==> src/rtl/wrb_pkg.sv <==
package wrb_pkg;
  typedef enum logic [1:0] {
    ACC_NONE = 2'd0,
    ACC_LOW  = 2'd1,
    ACC_TEMP = 2'd2
  } acc_kind_e;
endpackage

==> src/rtl/wrb_decode.sv <==
module wrb_decode #(
  parameter int NREG   = 5,
  parameter int ADDR_W = 4
) (
  input  logic [ADDR_W-1:0]  addr,
  input  logic               wr,
  input  logic               rd,
  output wrb_pkg::acc_kind_e kind,
  output logic [NREG-1:0]    low_sel,
  output logic [NREG-1:0]    wr_low,
  output logic [NREG-1:0]    rd_low,
  output logic               wr_temp,
  output logic               unmapped_rd,
  output logic               unmapped_wr
);
  localparam logic [ADDR_W-1:0] TEMP_ADDR = ADDR_W'(NREG);

  logic temp_sel;
  logic unmapped;

  for (genvar k = 0; k < NREG; k++) begin : g_sel
    assign low_sel[k] = (addr == ADDR_W'(k));
    assign wr_low[k]  = wr & low_sel[k];
    assign rd_low[k]  = rd & low_sel[k];
  end

  assign temp_sel    = (addr == TEMP_ADDR);
  assign unmapped    = ~temp_sel & ~(|low_sel);
  assign wr_temp     = wr & temp_sel;
  assign unmapped_rd = rd & unmapped;
  assign unmapped_wr = wr & unmapped;

  always_comb begin
    if (temp_sel)      kind = wrb_pkg::ACC_TEMP;
    else if (unmapped) kind = wrb_pkg::ACC_NONE;
    else               kind = wrb_pkg::ACC_LOW;
  end
endmodule

==> src/rtl/wrb_temp.sv <==
module wrb_temp #(
  parameter int HI_W  = 2,
  parameter int BUS_W = 8
) (
  input  logic             clk,
  input  logic             rst_n,
  input  logic             wr_temp,
  input  logic [BUS_W-1:0] wdata,
  input  logic             cap_en,
  input  logic [HI_W-1:0]  cap_val,
  output logic [HI_W-1:0]  tmp_q
);
  always_ff @(posedge clk or negedge rst_n) begin
    if (!rst_n)       tmp_q <= '0;
    else if (wr_temp) tmp_q <= wdata[HI_W-1:0];
    else if (cap_en)  tmp_q <= cap_val;
  end
endmodule

==> src/rtl/wrb_regfile.sv <==
module wrb_regfile #(
  parameter int NREG  = 5,
  parameter int REG_W = 10,
  parameter int BUS_W = 8
) (
  input  logic                  clk,
  input  logic                  rst_n,
  input  logic [NREG-1:0]       wr_low,
  input  logic [BUS_W-1:0]      wdata,
  input  logic [REG_W-BUS_W-1:0] tmp,
  input  logic                  hw_load,
  input  logic [REG_W-1:0]      hw_val,
  output logic [NREG*REG_W-1:0] q_flat
);
  localparam int HI_W = REG_W - BUS_W;

  function automatic logic [REG_W-1:0] join_hl(input logic [HI_W-1:0] h,
                                               input logic [BUS_W-1:0] l);
    return {h, l};
  endfunction

  for (genvar k = 0; k < NREG; k++) begin : g_reg
    logic [REG_W-1:0] r;
    if (k == 0) begin : g_cnt
      always_ff @(posedge clk or negedge rst_n) begin
        if (!rst_n)         r <= '0;
        else if (wr_low[k]) r <= join_hl(tmp, wdata);
        else if (hw_load)   r <= hw_val;
      end
    end else begin : g_cmp
      always_ff @(posedge clk or negedge rst_n) begin
        if (!rst_n)         r <= '0;
        else if (wr_low[k]) r <= join_hl(tmp, wdata);
      end
    end
    assign q_flat[k*REG_W +: REG_W] = r;
  end
endmodule

==> src/rtl/wide_reg_bridge.sv <==
module wide_reg_bridge #(
  parameter int NREG   = 5,
  parameter int REG_W  = 10,
  parameter int BUS_W  = 8,
  parameter int ADDR_W = 4
) (
  input  logic                  clk,
  input  logic                  rst_n,
  input  logic [ADDR_W-1:0]     bus_addr,
  input  logic [BUS_W-1:0]      bus_wdata,
  input  logic                  bus_wr,
  input  logic                  bus_rd,
  output logic [BUS_W-1:0]      bus_rdata,
  input  logic                  hw_cnt_load,
  input  logic [REG_W-1:0]      hw_cnt_val,
  output logic [NREG*REG_W-1:0] regs_q
);
  localparam int HI_W = REG_W - BUS_W;

  wrb_pkg::acc_kind_e kind;
  logic [NREG-1:0] low_sel;
  logic [NREG-1:0] wr_low_ev;
  logic [NREG-1:0] rd_low_ev;
  logic            wr_temp_ev;
  logic            unmapped_rd_ev;
  logic            unmapped_wr_ev;
  logic            cap_en;
  logic [HI_W-1:0] cap_hi;
  logic [HI_W-1:0] tmp_q;

  wrb_decode #(.NREG(NREG), .ADDR_W(ADDR_W)) u_dec (
    .addr(bus_addr), .wr(bus_wr), .rd(bus_rd), .kind(kind),
    .low_sel(low_sel), .wr_low(wr_low_ev), .rd_low(rd_low_ev),
    .wr_temp(wr_temp_ev), .unmapped_rd(unmapped_rd_ev),
    .unmapped_wr(unmapped_wr_ev)
  );

  always_comb begin
    cap_hi = '0;
    for (int k = 0; k < NREG; k++)
      if (rd_low_ev[k]) cap_hi = regs_q[k*REG_W+BUS_W +: HI_W];
  end
  assign cap_en = |rd_low_ev;

  wrb_temp #(.HI_W(HI_W), .BUS_W(BUS_W)) u_tmp (
    .clk(clk), .rst_n(rst_n), .wr_temp(wr_temp_ev), .wdata(bus_wdata),
    .cap_en(cap_en), .cap_val(cap_hi), .tmp_q(tmp_q)
  );

  wrb_regfile #(.NREG(NREG), .REG_W(REG_W), .BUS_W(BUS_W)) u_rf (
    .clk(clk), .rst_n(rst_n), .wr_low(wr_low_ev), .wdata(bus_wdata),
    .tmp(tmp_q), .hw_load(hw_cnt_load), .hw_val(hw_cnt_val), .q_flat(regs_q)
  );

  always_comb begin
    bus_rdata = '0;
    case (kind)
      wrb_pkg::ACC_TEMP: bus_rdata = BUS_W'(tmp_q);
      wrb_pkg::ACC_LOW: begin
        for (int k = 0; k < NREG; k++)
          if (low_sel[k]) bus_rdata = regs_q[k*REG_W +: BUS_W];
      end
      default: bus_rdata = '0;
    endcase
  end
endmodule

==> config.mk <==
export PLATFORM = sky130hd
export DESIGN_NAME = wide_reg_bridge
export DESIGN_NICKNAME = d
export VERILOG_FILES = /design/src/rtl/wrb_pkg.sv /design/src/rtl/wrb_decode.sv /design/src/rtl/wrb_temp.sv /design/src/rtl/wrb_regfile.sv /design/src/rtl/wide_reg_bridge.sv
export SDC_FILE = /design/constraint.sdc
export NUM_CORES = 1
export LEC_CHECK = 0
export ABC_AREA = 1
export BUFFER_PORTS_ARGS = -buffer_cell sky130_fd_sc_hd__buf_2
export CELL_PAD_IN_SITES_DETAIL_PLACEMENT = 1
export CELL_PAD_IN_SITES_GLOBAL_PLACEMENT = 1
export CORE_MARGIN = 2
export CORE_UTILIZATION = 38
export CTS_CLUSTER_SIZE = 12
export DETAILED_ROUTE_END_ITERATION = 8
export PLACE_DENSITY_LB_ADDON = 0.1
export SLEW_MARGIN = 20
export SYNTH_ARGS = -nofsm -noshare
export SYNTH_HDL_FRONTEND = slang
export SYNTH_SLANG_ARGS = --single-unit
export TNS_END_PERCENT = 5
==> constraint.sdc <==
create_clock -name clk -period 2.53 [get_ports clk]
set_input_delay 0.1265 -clock clk [delete_from_list [all_inputs] [get_ports clk]]
set_output_delay 0.1265 -clock clk [all_outputs]
set_load 0.05 [all_outputs]
==> results_dict.tcl, run 1 <==
set metrics [dict create \
    io_pins 85 \
    slew-limit-headroom_pct 54.7 \
    top_usage_layer "met2" \
    clock_skew_ns 0.00243 \
    grt_pass1_vias 2511 \
    clock_sinks 52 \
    cp_data_arrival_time_ns 1.56 \
    layout_common_cells "116 x nand2_1, 84 x buf_2, 52 x dfrtp_1, 39 x nand3_1, 22 x o21ai_0" \
    core_area_um2 6460 \
    syn2layout_area_growth_pct 21.6 \
    gp_congestion 0.810 \
    rows 29 \
    p_leak_uw 0.00175 \
    power_frac_clock_pct 18.2 \
    drive_gt1_share_pct 27.3 \
    final_common_cell "nand2_1" \
    drt_pass1_iterations 4 \
    synth.distinct_cells 23 \
    synth_cells 331 \
    finalCritPeriodShare_pct 66.7 \
    synth_edf_count 0 \
    worst_pin_slew_ns 0.679 \
    numCtsBuffers 5 \
    post-dp-hpwl_mm 6.08 \
    cts_tree "yes" \
    worst_path_max_delay_cell "dfrtp_1" \
    end_kind "output port" \
    placed_cell_area_um2 3020 \
    regArea_um2 1300 \
    netSwitchingFraction_pct 46.6 \
    finalHoldViolCount 0 \
    fmax_ghz 0.593 \
    vias 2503 \
    grt-ovfl-total 0 \
    status "completed" \
    io_buffers 84 \
    multi_input_area_um2 1080 \
    critical_path_buf_inv_count 3 \
    clk-insertion-delay-late_ns 0.30 \
    netSwitchingPower_uw 1250 \
    grt_pass1_wl_mm 12.7 \
    clock_tree.root_cell "clkbuf_8" \
    routed_wl_mm 7.66 \
    maxSlewViolCount 0 \
    rsz0062_at_grt "no" \
    p_int_uw 1430 \
    finalSetupViolCount 0 \
    fin_crit_ns 1.69 \
    power_frac_seq_pct 42.2 \
    diodes 0 \
    ant_nets 0 \
    critPathRequiredTime_ns 2.40 \
    die_area_um2 7440 \
    layout.cells.non_filler 491 \
    ys.flop_type "dfrtp_1" \
    avgSynthCellArea_um2 7.77 \
    post_cts_resized 0 \
    avgRoutedWirePerCell_um 15.6 \
    avgViaCountPerCell 5.10 \
    path_cells "inv_1, o21ai_0, inv_1, nand3_1, nand2_1, nand2_1, buf_2" \
    cp_top_family "buffers and inverters" \
    hold_class "in2reg" \
    worst-path-max-fanout 3 \
    yosysWarnings 0 \
    use_met3_pct 3.33 \
    ir_drop_mv 0.258 \
    fillCellCount 869 \
    die_x_um 86.3 \
    start_util_pct 39.8 \
    yosys_register_bits 52 \
    design_area_um2 3130 \
    cts.clk_slew.worst_paths_ns 0.09 \
    grt_max_degree 31 \
    route.detailed.drc 0 \
    die_h_um 86.3 \
    p_per_area_nw_per_um2 860 \
    clockBufferDepth 2 \
    drt-initial-drc-count 117 \
    antenna_found_initial 0 \
    netlist_area_um2 2570 \
    nNetsFinal 440 \
    use_met2_pct 34.7 \
    dp.cells 482 \
    async_flop_share_pct 100 \
    synth-seq-area-share_pct 50.6 \
    cp_slowest_stage_delay_ns 0.40 \
    critPathKind "reg2out" \
    drv_cap 0 \
    syn_nets 358 \
    use_met1_pct 32.6 \
    timing.critical_path.from_type "register" \
    groute.usage.overall_pct 21.9 \
    finalSetupTns_ns 0 \
    h-tree-depth 2 \
    combPwrFrac_pct 39.6 \
]
==> Yosys cell counts (2+ instances only) <==
cell type,count,area share (%)
o21ai_0,22,4.3
clkbuf_1,3,0.44
clkinv_2,2,0.39
inv_1,21,3.1
nand2_1,116,17
o21bai_1,2,0.58
buf_2,3,0.58
nor2_2,3,0.73
dfrtp_1,52,51
buf_4,3,0.88
nor2_1,21,3.1
buf_6,3,1.3
o21ai_2,2,0.68
nand3_1,39,7.6
o21ai_1,19,3.7
inv_2,3,0.44
nand4_1,7,1.7
nor2_4,2,0.88
nand2_2,4,0.97
==> registers in the layout, indices dropped and copies added (netlist names) <==
name,cells
u_rf.g.r,50
u_tmp.tmp_q,2
==> area by class of cell <==
class | instances | share of cell area, %
clock inverters | 2 | 0.320
multi-input cells | 239 | 34.5
flip-flops and latches | 52 | 41.6
inverters | 27 | 3.32
repair buffers | 88 | 14.5
well taps | 77 | 3.08
clock buffers | 6 | 2.64
==> logic make-up (layout without fill, tap and decap cells) <==
kind of cell           count (synthesis)  after routing  share of synthesized area (%)
and+or+nand+nor                      194            194                           32.7
DFF                                   52             52                           50.6
AOI/OAI and AO/OA                     45             45                           9.25
buffers and inverters                 40            123                           7.40
==> layer usage <==
metal  up-vias  share of wire [%]  routed length [um]
met3         2                5.5                 425
met2        76                 45                3410
li1       1221                  -                   -
met1      1204                 50                3800
met4         0               0.38                  29
met5         -                  0                   0
==> path summary, 6_finish.rpt <==
path / endpoint / depth (start not counted) / slack (ns) / start
min: u_rf.g_reg[0].r[6] / 3 / 0.06 / bus_wdata[6]
min in group asynchronous: u_rf.g_reg[2].r[1] / 2 / 0.39 / rst_n
min reg2reg: u_rf.g_reg[4].r[1] / 2 / 0.52 / u_rf.g_reg[4].r[1]
max in group asynchronous: u_rf.g_reg[1].r[7] / 3 / 1.49 / rst_n
max reg2reg: u_tmp.tmp_q[1] / 4 / 1.55 / u_rf.g_reg[0].r[9]
max: bus_rdata[1] / 7 / 0.84 / u_rf.g_reg[1].r[1]
==> stage by stage <==
stage               total power [uW]  utilization (%)  worst slack (ns)  hold slack, ns
global placement                2200             46.8             0.907           0.215
finish                          2690             48.4             0.843          0.0598
floorplan                       1910                -             0.916          -0.169
global route                    2830             48.4             0.721          0.0744
detailed placement              2230             46.8             0.795           0.215
CTS                             2720             48.4             0.819          0.0523
==> worst register-to-register path, cell delays in order, from the launching register on <==
cell and delay (ns):
dfrtp_1 0.42, nand4_1 0.12, nand3_1 0.08, o21bai_1 0.18
nand2_1 0.07
==> timing repair <==
item	CTS	global route
hold endpoints to repair	28	0
setup endpoints to repair	0	0
buffers inserted	0	0
hold buffers	1	0
==> power by group through the flow <==
stage / Clock, uW / Combinational [uW] / Sequential [uW]
finish: 489 / 1060 / 1130
global route: 537 / 1130 / 1160
CTS: 510 / 1080 / 1140
detailed placement: 0 / 1080 / 1150
global placement: 0 / 1050 / 1150
floorplan: 0 / 244 / 1660
No activity file was read; power rests on OpenSTA's default activity.
==> run 2, diff against run 1 <==
- ABC_AREA: 1 -> 0
- CORE_UTILIZATION: 38 -> 41
- clock period: 2.53 -> 1.69 ns (I/O delays scaled with it)
==> run 2 against run 1 <==
Sequential power up 55%. Total power is 70% higher. Sequential share of layout area shrank 3.6 points. Core utilization up 5.5 points. Area after synthesis rose by 5.1%. Clock power grew 54%. First-iteration DRC count is 18% lower. Register-to-register slack got worse by 0.95 ns. Worst setup slack worse by 0.83 ns. Clock-buffer cell count is 1 higher. Critical path type unchanged. Critical endpoint is now bus_rdata[2]. Largest cell class is now multi-input gates. Largest power group is now combinational logic.
==> results_dict.tcl, run 2 <==
set metrics [dict create \
    rows 29 \
    synth_top_area_cell "dfrtp_1" \
    fillCellCount 663 \
    whs_ns 0.0747 \
    ys_top_cells_by_area "dfrtp_1 48%, mux2_2 16%, mux2_4 11%, mux4_2 6.7%, mux2i_1 2.2%" \
    final_util_pct 53.9 \
    largest_reg_flops 50 \
    cts_tree "yes" \
    path_cells "mux4_2, a22o_1, buf_6" \
    ir_drop_mv 0.629 \
    io_buffers 84 \
    netlist_area_um2 2700 \
    post-dp-hpwl_mm 5.02 \
    finalSetupViolCount 0 \
    drv_cap 0 \
    avgRoutedWirePerCell_um 19.8 \
    maxSlewViolCount 0 \
    nNetsFinal 305 \
    largest-register "u_rf.g.r" \
    yosys_register_bits 52 \
    clock_skew_ns 0.00786 \
    startpoint "u_rf.g_reg[2].r[2]" \
    synth-seq-area-share_pct 48.2 \
    slew-limit-headroom_pct 68.4 \
    yosysTopAreaCellShare_pct 48.2 \
    clock_sinks 52 \
    setup_ws_ns 0.0154 \
    die_h_um 85.2 \
    cp_data_arrival_time_ns 1.59 \
    grt-ovfl-total 0 \
    drt-initial-drc-count 96 \
    clockBufferDepth 2 \
    hold_start "bus_wdata[4]" \
    grt_max_degree 53 \
    grt_pass1_vias 2027 \
    vias 1957 \
    wl_met3_um 331 \
    end_kind "output port" \
    groute.usage.overall_pct 20.3 \
    route.detailed.drc 0 \
    wirelength_met1_mm 3.39 \
    worst_pin_slew_ns 0.468 \
    h-tree-depth 2 \
    clk-insertion-delay-late_ns 0.30 \
    ys.flop_type "dfrtp_1" \
    drive_gt1_share_pct 65.2 \
    timing.critical_path.from_type "register" \
    antenna_found_initial 0 \
    ant_nets 0 \
    cp_slowest_stage_delay_ns 0.46 \
    p_total_uw 4580 \
    yosysWarnings 0 \
    cts.clk_slew.worst_paths_ns 0.10 \
    yosysMostFrequentCell "dfrtp_1" \
    synth_cells 179 \
    dp_slack_ns 0.0428 \
    synth_commonest_cells "52 x dfrtp_1, 38 x mux2_2, 20 x mux2_4, 8 x mux4_2" \
    synth_edf_count 0 \
    worst-path-max-fanout 2 \
    avgViaCountPerCell 5.50 \
    syn2layout_area_growth_pct 26.7 \
    diodes 0 \
    io_pins 85 \
    fmax_ghz 0.597 \
    rsz0062_at_grt "yes" \
    gp_congestion 0.777 \
    r2r_start "u_rf.g_reg[1].r[8]" \
    finalCritPeriodShare_pct 99.1 \
    layout_common_cells "78 x buf_2, 52 x dfrtp_1, 38 x mux2_2, 20 x mux2_4, 19 x buf_4" \
    critical_path_buf_inv_count 1 \
    routed_wl_mm 7.05 \
    die_x_um 85.2 \
    cp_top_family "multiplexers" \
    finalHoldViolCount 0 \
    syn_nets 206 \
    worst_path_max_delay_cell "mux4_2" \
    core_area_um2 6350 \
    wl_met2_mm 3.26 \
    grt_pass1_wl_mm 11.3 \
    status "completed" \
    fin_crit_ns 1.67 \
    critPathKind "reg2out" \
    drt_pass1_iterations 4 \
    critPathRequiredTime_ns 1.61 \
    regArea_um2 1300 \
    top_regs "u_rf.g.r: 50 flops, u_tmp.tmp_q: 2 flops" \
    async_flop_share_pct 100 \
    clock_tree.root_cell "clkbuf_8" \
    p_per_area_nw_per_um2 1340 \
    synth.distinct_cells 34 \
    multi_input_area_um2 1300 \
    avgSynthCellArea_um2 15.1 \
    numCtsBuffers 5 \
    final_common_cell "buf_2" \
    hold_class "in2reg" \
    start_util_pct 42.5 \
    p_leak_uw 0.00169 \
    die_area_um2 7250 \
    top_layer "met4" \
]
-- run 2: cell count changes in the layout (fill, tap and decap cells not counted), moves of 7 or more --
cell,before,now
nor2_1,21,1
mux4_2,0,8
o21ai_0,22,3
nand3_1,39,0
inv_1,21,2
mux2_2,0,38
nand4_1,7,0
nand2_1,116,2
o21ai_1,19,1
mux2_4,0,20
buf_4,3,19
-- run 2: report_power, final --
group	total [uW]	leakage, uW	switching, uW	internal, uW
clock	755	0.0000445	421	334
combinational	2070	0.00100	1390	687
sequential	1750	0.000641	226	1520
-- run 2: what timing repair did --
item                       4_1_cts  5_1_grt
resized for setup                2       15
setup buffers                    2        2
pin swaps                        1        0
cloned                           0        0
hold endpoints to repair        52        0
hold buffers                     1        0
setup endpoints to repair        1        8
-- run 2: layer usage --
layer / global-route usage (%) / up-vias
li1: - / 881
met1: 30.6 / 1012
met2: 30.3 / 58
met3: 3.99 / 6
met4: 4.91 / 0
met5: 0 / -
-- run 2: worst paths after layout --
kind	slack (ns)	cells past startpoint	to
min in group asynchronous	0.30	3	u_rf.g_reg[4].r[5]
max in group asynchronous	1.16	3	u_rf.g_reg[1].r[4]
setup reg to reg	0.60	3	u_tmp.tmp_q[0]
setup / recovery	0.02	3	bus_rdata[2]
hold reg to reg	0.54	1	u_rf.g_reg[1].r[9]
hold / removal	0.07	2	u_rf.g_reg[4].r[4]
-- run 2: area by class of cell --
type | count | area share [%]
multi-input combinational | 113 | 38.1
sequential | 52 | 38.0
timing repair buffer | 104 | 18.1
tap | 77 | 2.82
clock buffer | 7 | 2.52
clock inverter | 1 | 0.219
inverter | 2 | 0.219
-- run 2: metrics by stage --
step | std cells | area (um^2) | TNS, ns
after floorplan | 179 | 2700 | -0.544
after global placement | 343 | 3250 | 0
after detailed placement | 343 | 3250 | 0
after CTS | 354 | 3380 | 0
after global routing | 356 | 3420 | -0.0471
final | 356 | 3420 | 0
-- run 2: cell families (layout without fill, tap and decap cells) --
family          after synthesis  in the layout  share of synthesized area, %
mux                          72             72                          35.8
compound gates               15             15                          4.22
simple gates                 26             26                          8.20
buf+inv                      14            114                          3.57
flops                        52             52                          48.2
==> run 3, diff against run 2 <==
--- a/config.mk
+++ b/config.mk
@@ -12,3 +12,3 @@
 export CORE_MARGIN = 2
-export CORE_UTILIZATION = 41
+export CORE_UTILIZATION = 37
 export CTS_CLUSTER_SIZE = 12
==> constraint.sdc (replaced) <==
create_clock -name clk -period 1.35 [get_ports clk]
set_input_delay 0.0675 -clock clk [delete_from_list [all_inputs] [get_ports clk]]
set_output_delay 0.0675 -clock clk [all_outputs]
set_load 0.02 [all_outputs]
==> run 3 against run 2 <==
The flow now finishes with violations (setup timing). Global-route usage shrank 1.5 points. Clock-buffer cell count decreased by 2. Sequential share of layout area down 1.1 points. Sequential power is 26% higher. Clock power rose by 22%. Non-clock buffer count grew 10. Sequential cell count did not move. Design area up 2.9%. Die area rose by 10%. Clock skew about the same. Hold slack lost 0.026 ns. Critical path type unchanged. Largest cell class unchanged.
==> results_dict.tcl, run 3 (synthesis results as in run 2) <==
set metrics [dict create \
    numCtsBuffers 5 \
    cp_slowest_stage_delay_ns 0.46 \
    critical_path_buf_inv_count 1 \
    grt_pass1_vias 1998 \
    fin_crit_ns 1.61 \
    drv_cap 0 \
    cts.clk_slew.worst_paths_ns 0.10 \
    clock_tree.root_cell "clkbuf_8" \
    avgRoutedWirePerCell_um 18.5 \
    violations "setup timing" \
    rows 31 \
    start_util_pct 37.6 \
    timing.critical_path.from_type "register" \
    cp_data_arrival_time_ns 1.55 \
    critPathRequiredTime_ns 1.28 \
    cp_top_family "multiplexers" \
    h-tree-depth 2 \
    clock_skew_ns 0.00759 \
    io_pins 85 \
    dp.cells 377 \
    largest-register "u_rf.g.r" \
    avgViaCountPerCell 5.02 \
    die_x_um 89.4 \
    finalHoldViolCount 0 \
    r2r_start "u_rf.g_reg[0].r[9]" \
    critical_path_cell_count 3 \
    groute.usage.overall_pct 18.8 \
    maxSlewViolCount 0 \
    end_kind "output port" \
    clockBufferDepth 2 \
    fmax_ghz 0.620 \
    worst_pin_slew_ns 0.444 \
    path_cells "mux4_2, a22o_1, buf_6" \
    p_per_area_nw_per_um2 1380 \
    drt-initial-drc-count 69 \
    p_leak_uw 0.00174 \
    clock_sinks 52 \
    worst-r2r-setup-slack_ns 0.23 \
    worst-r2r-cell-count 3 \
    drt_pass1_iterations 4 \
    setup_ws_ns -0.264 \
    layout.cells.non_filler 388 \
    rsz0062_at_grt "yes" \
    largest_reg_flops 50 \
    nNetsFinal 315 \
    antenna_found_initial 0 \
    vias 1948 \
    die_area_um2 8000 \
    post-dp-hpwl_mm 5.35 \
    startpoint "u_rf.g_reg[0].r[2]" \
    io_buffers 84 \
    clk-insertion-delay-late_ns 0.31 \
    p_total_uw 4840 \
    grt_max_degree 53 \
    die_h_um 89.4 \
    worst_path_max_delay_cell "mux4_2" \
    gp_congestion 0.763 \
    ir_drop_mv 0.577 \
    grt-ovfl-total 0 \
    layout_common_cells "83 x buf_2, 52 x dfrtp_1, 38 x mux2_2, 26 x buf_4, 20 x mux2_4" \
    drive_gt1_share_pct 66.8 \
    critPathKind "reg2out" \
    diodes 0 \
    slew-limit-headroom_pct 70.0 \
    route.detailed.drc 0 \
    endpoint "bus_rdata[2]" \
    ant_nets 0 \
    top_regs "u_rf.g.r: 50 flops, u_tmp.tmp_q: 2 flops" \
    r2r-end "u_tmp.tmp_q[1]" \
    hold_class "in2reg" \
    status "finished, violations left" \
    grt_pass1_wl_mm 10.9 \
    final_common_cell "buf_2" \
    finalSetupViolCount 8 \
    routed_wl_mm 7.19 \
    finalCritPeriodShare_pct 120 \
    final_util_pct 49.1 \
    syn2layout_area_growth_pct 30.3 \
    cts_tree "yes" \
    core_area_um2 7180 \
    worst-path-max-fanout 3 \
]
run 3: cell types whose count changed in the layout (fill, tap and decap cells not counted):
cell	delta
o21ai_1	+1
clkbuf_1	-1
clkinvlp_4	+1
buf_6	-4
buf_2	+5
clkinv_4	+1
clkbuf_8	-1
o21ai_0	-1
buf_12	+2
buf_4	+7
run 3: what timing repair did:
item | CTS | global route
setup endpoints to repair | 8 | 8
buffers inserted | 1 | 1
pin swaps | 2 | 0
hold endpoints to repair | 52 | 0
gates resized for setup | 4 | 0
hold buffers | 1 | 0
run 3: final cells by class:
| type | instances | area [um^2] |
|---|---|---|
| repair buffers | 114 | 692 |
| clock buffers | 5 | 68.8 |
| flip-flops and latches | 52 | 1300 |
| well taps | 99 | 124 |
| multi-input cells | 113 | 1300 |
| fillers | 768 | 3650 |
| clock inverters | 3 | 23.8 |
| inverters | 2 | 7.51 |
run 3: worst register-to-register path, stage by stage, from the launching register on:
cell and delay (ns):
dfrtp_1 0.41, mux2_2 0.28, a32oi_1 0.18, o2111ai_1 0.14
run 3: through the flow:
stage	hold slack [ns]	setup TNS [ns]	area [um^2]	worst slack (ns)
floorplan	-0.228	0	2700	0.0327
CTS	0.0391	-2.03	3510	-0.275
global placement	0.0844	-3.79	3400	-0.119
global route	0.0488	-2.39	3520	-0.342
detailed placement	0.0848	-3.95	3400	-0.127
finish	0.0489	-1.90	3520	-0.264
run 3: layer usage:
layer,up-vias,part of all wire (%),routed length [um],track usage [%]
met3,6,4.6,330,3.79
met1,982,46,3310,26.4
met4,0,1.0,74,5.29
met2,59,48,3480,29.7
met5,-,0,0,0
li1,901,-,-,-
run 3: worst min path at each step:
stage | startpoint | end | slack, ns | depth (start not counted)
final | bus_wdata[2] | u_rf.g_reg[4].r[2] | 0.05 | 2
after global routing | bus_wdata[2] | u_rf.g_reg[1].r[2] | 0.05 | 2
after CTS | bus_wdata[2] | u_rf.g_reg[4].r[2] | 0.04 | 2
after floorplan | rst_n | u_rf.g_reg[0].r[0] | -0.23 | 0
after global placement | rst_n | u_rf.g_reg[1].r[8] | 0.08 | 2
after detailed placement | rst_n | u_rf.g_reg[0].r[8] | 0.08 | 2
run 3: report_power, final:
part	internal, uW	switching, uW	total [uW]
clock network	368	551	919
registers	1900	292	2200
logic	841	886	1730
total	3110	1730	4840
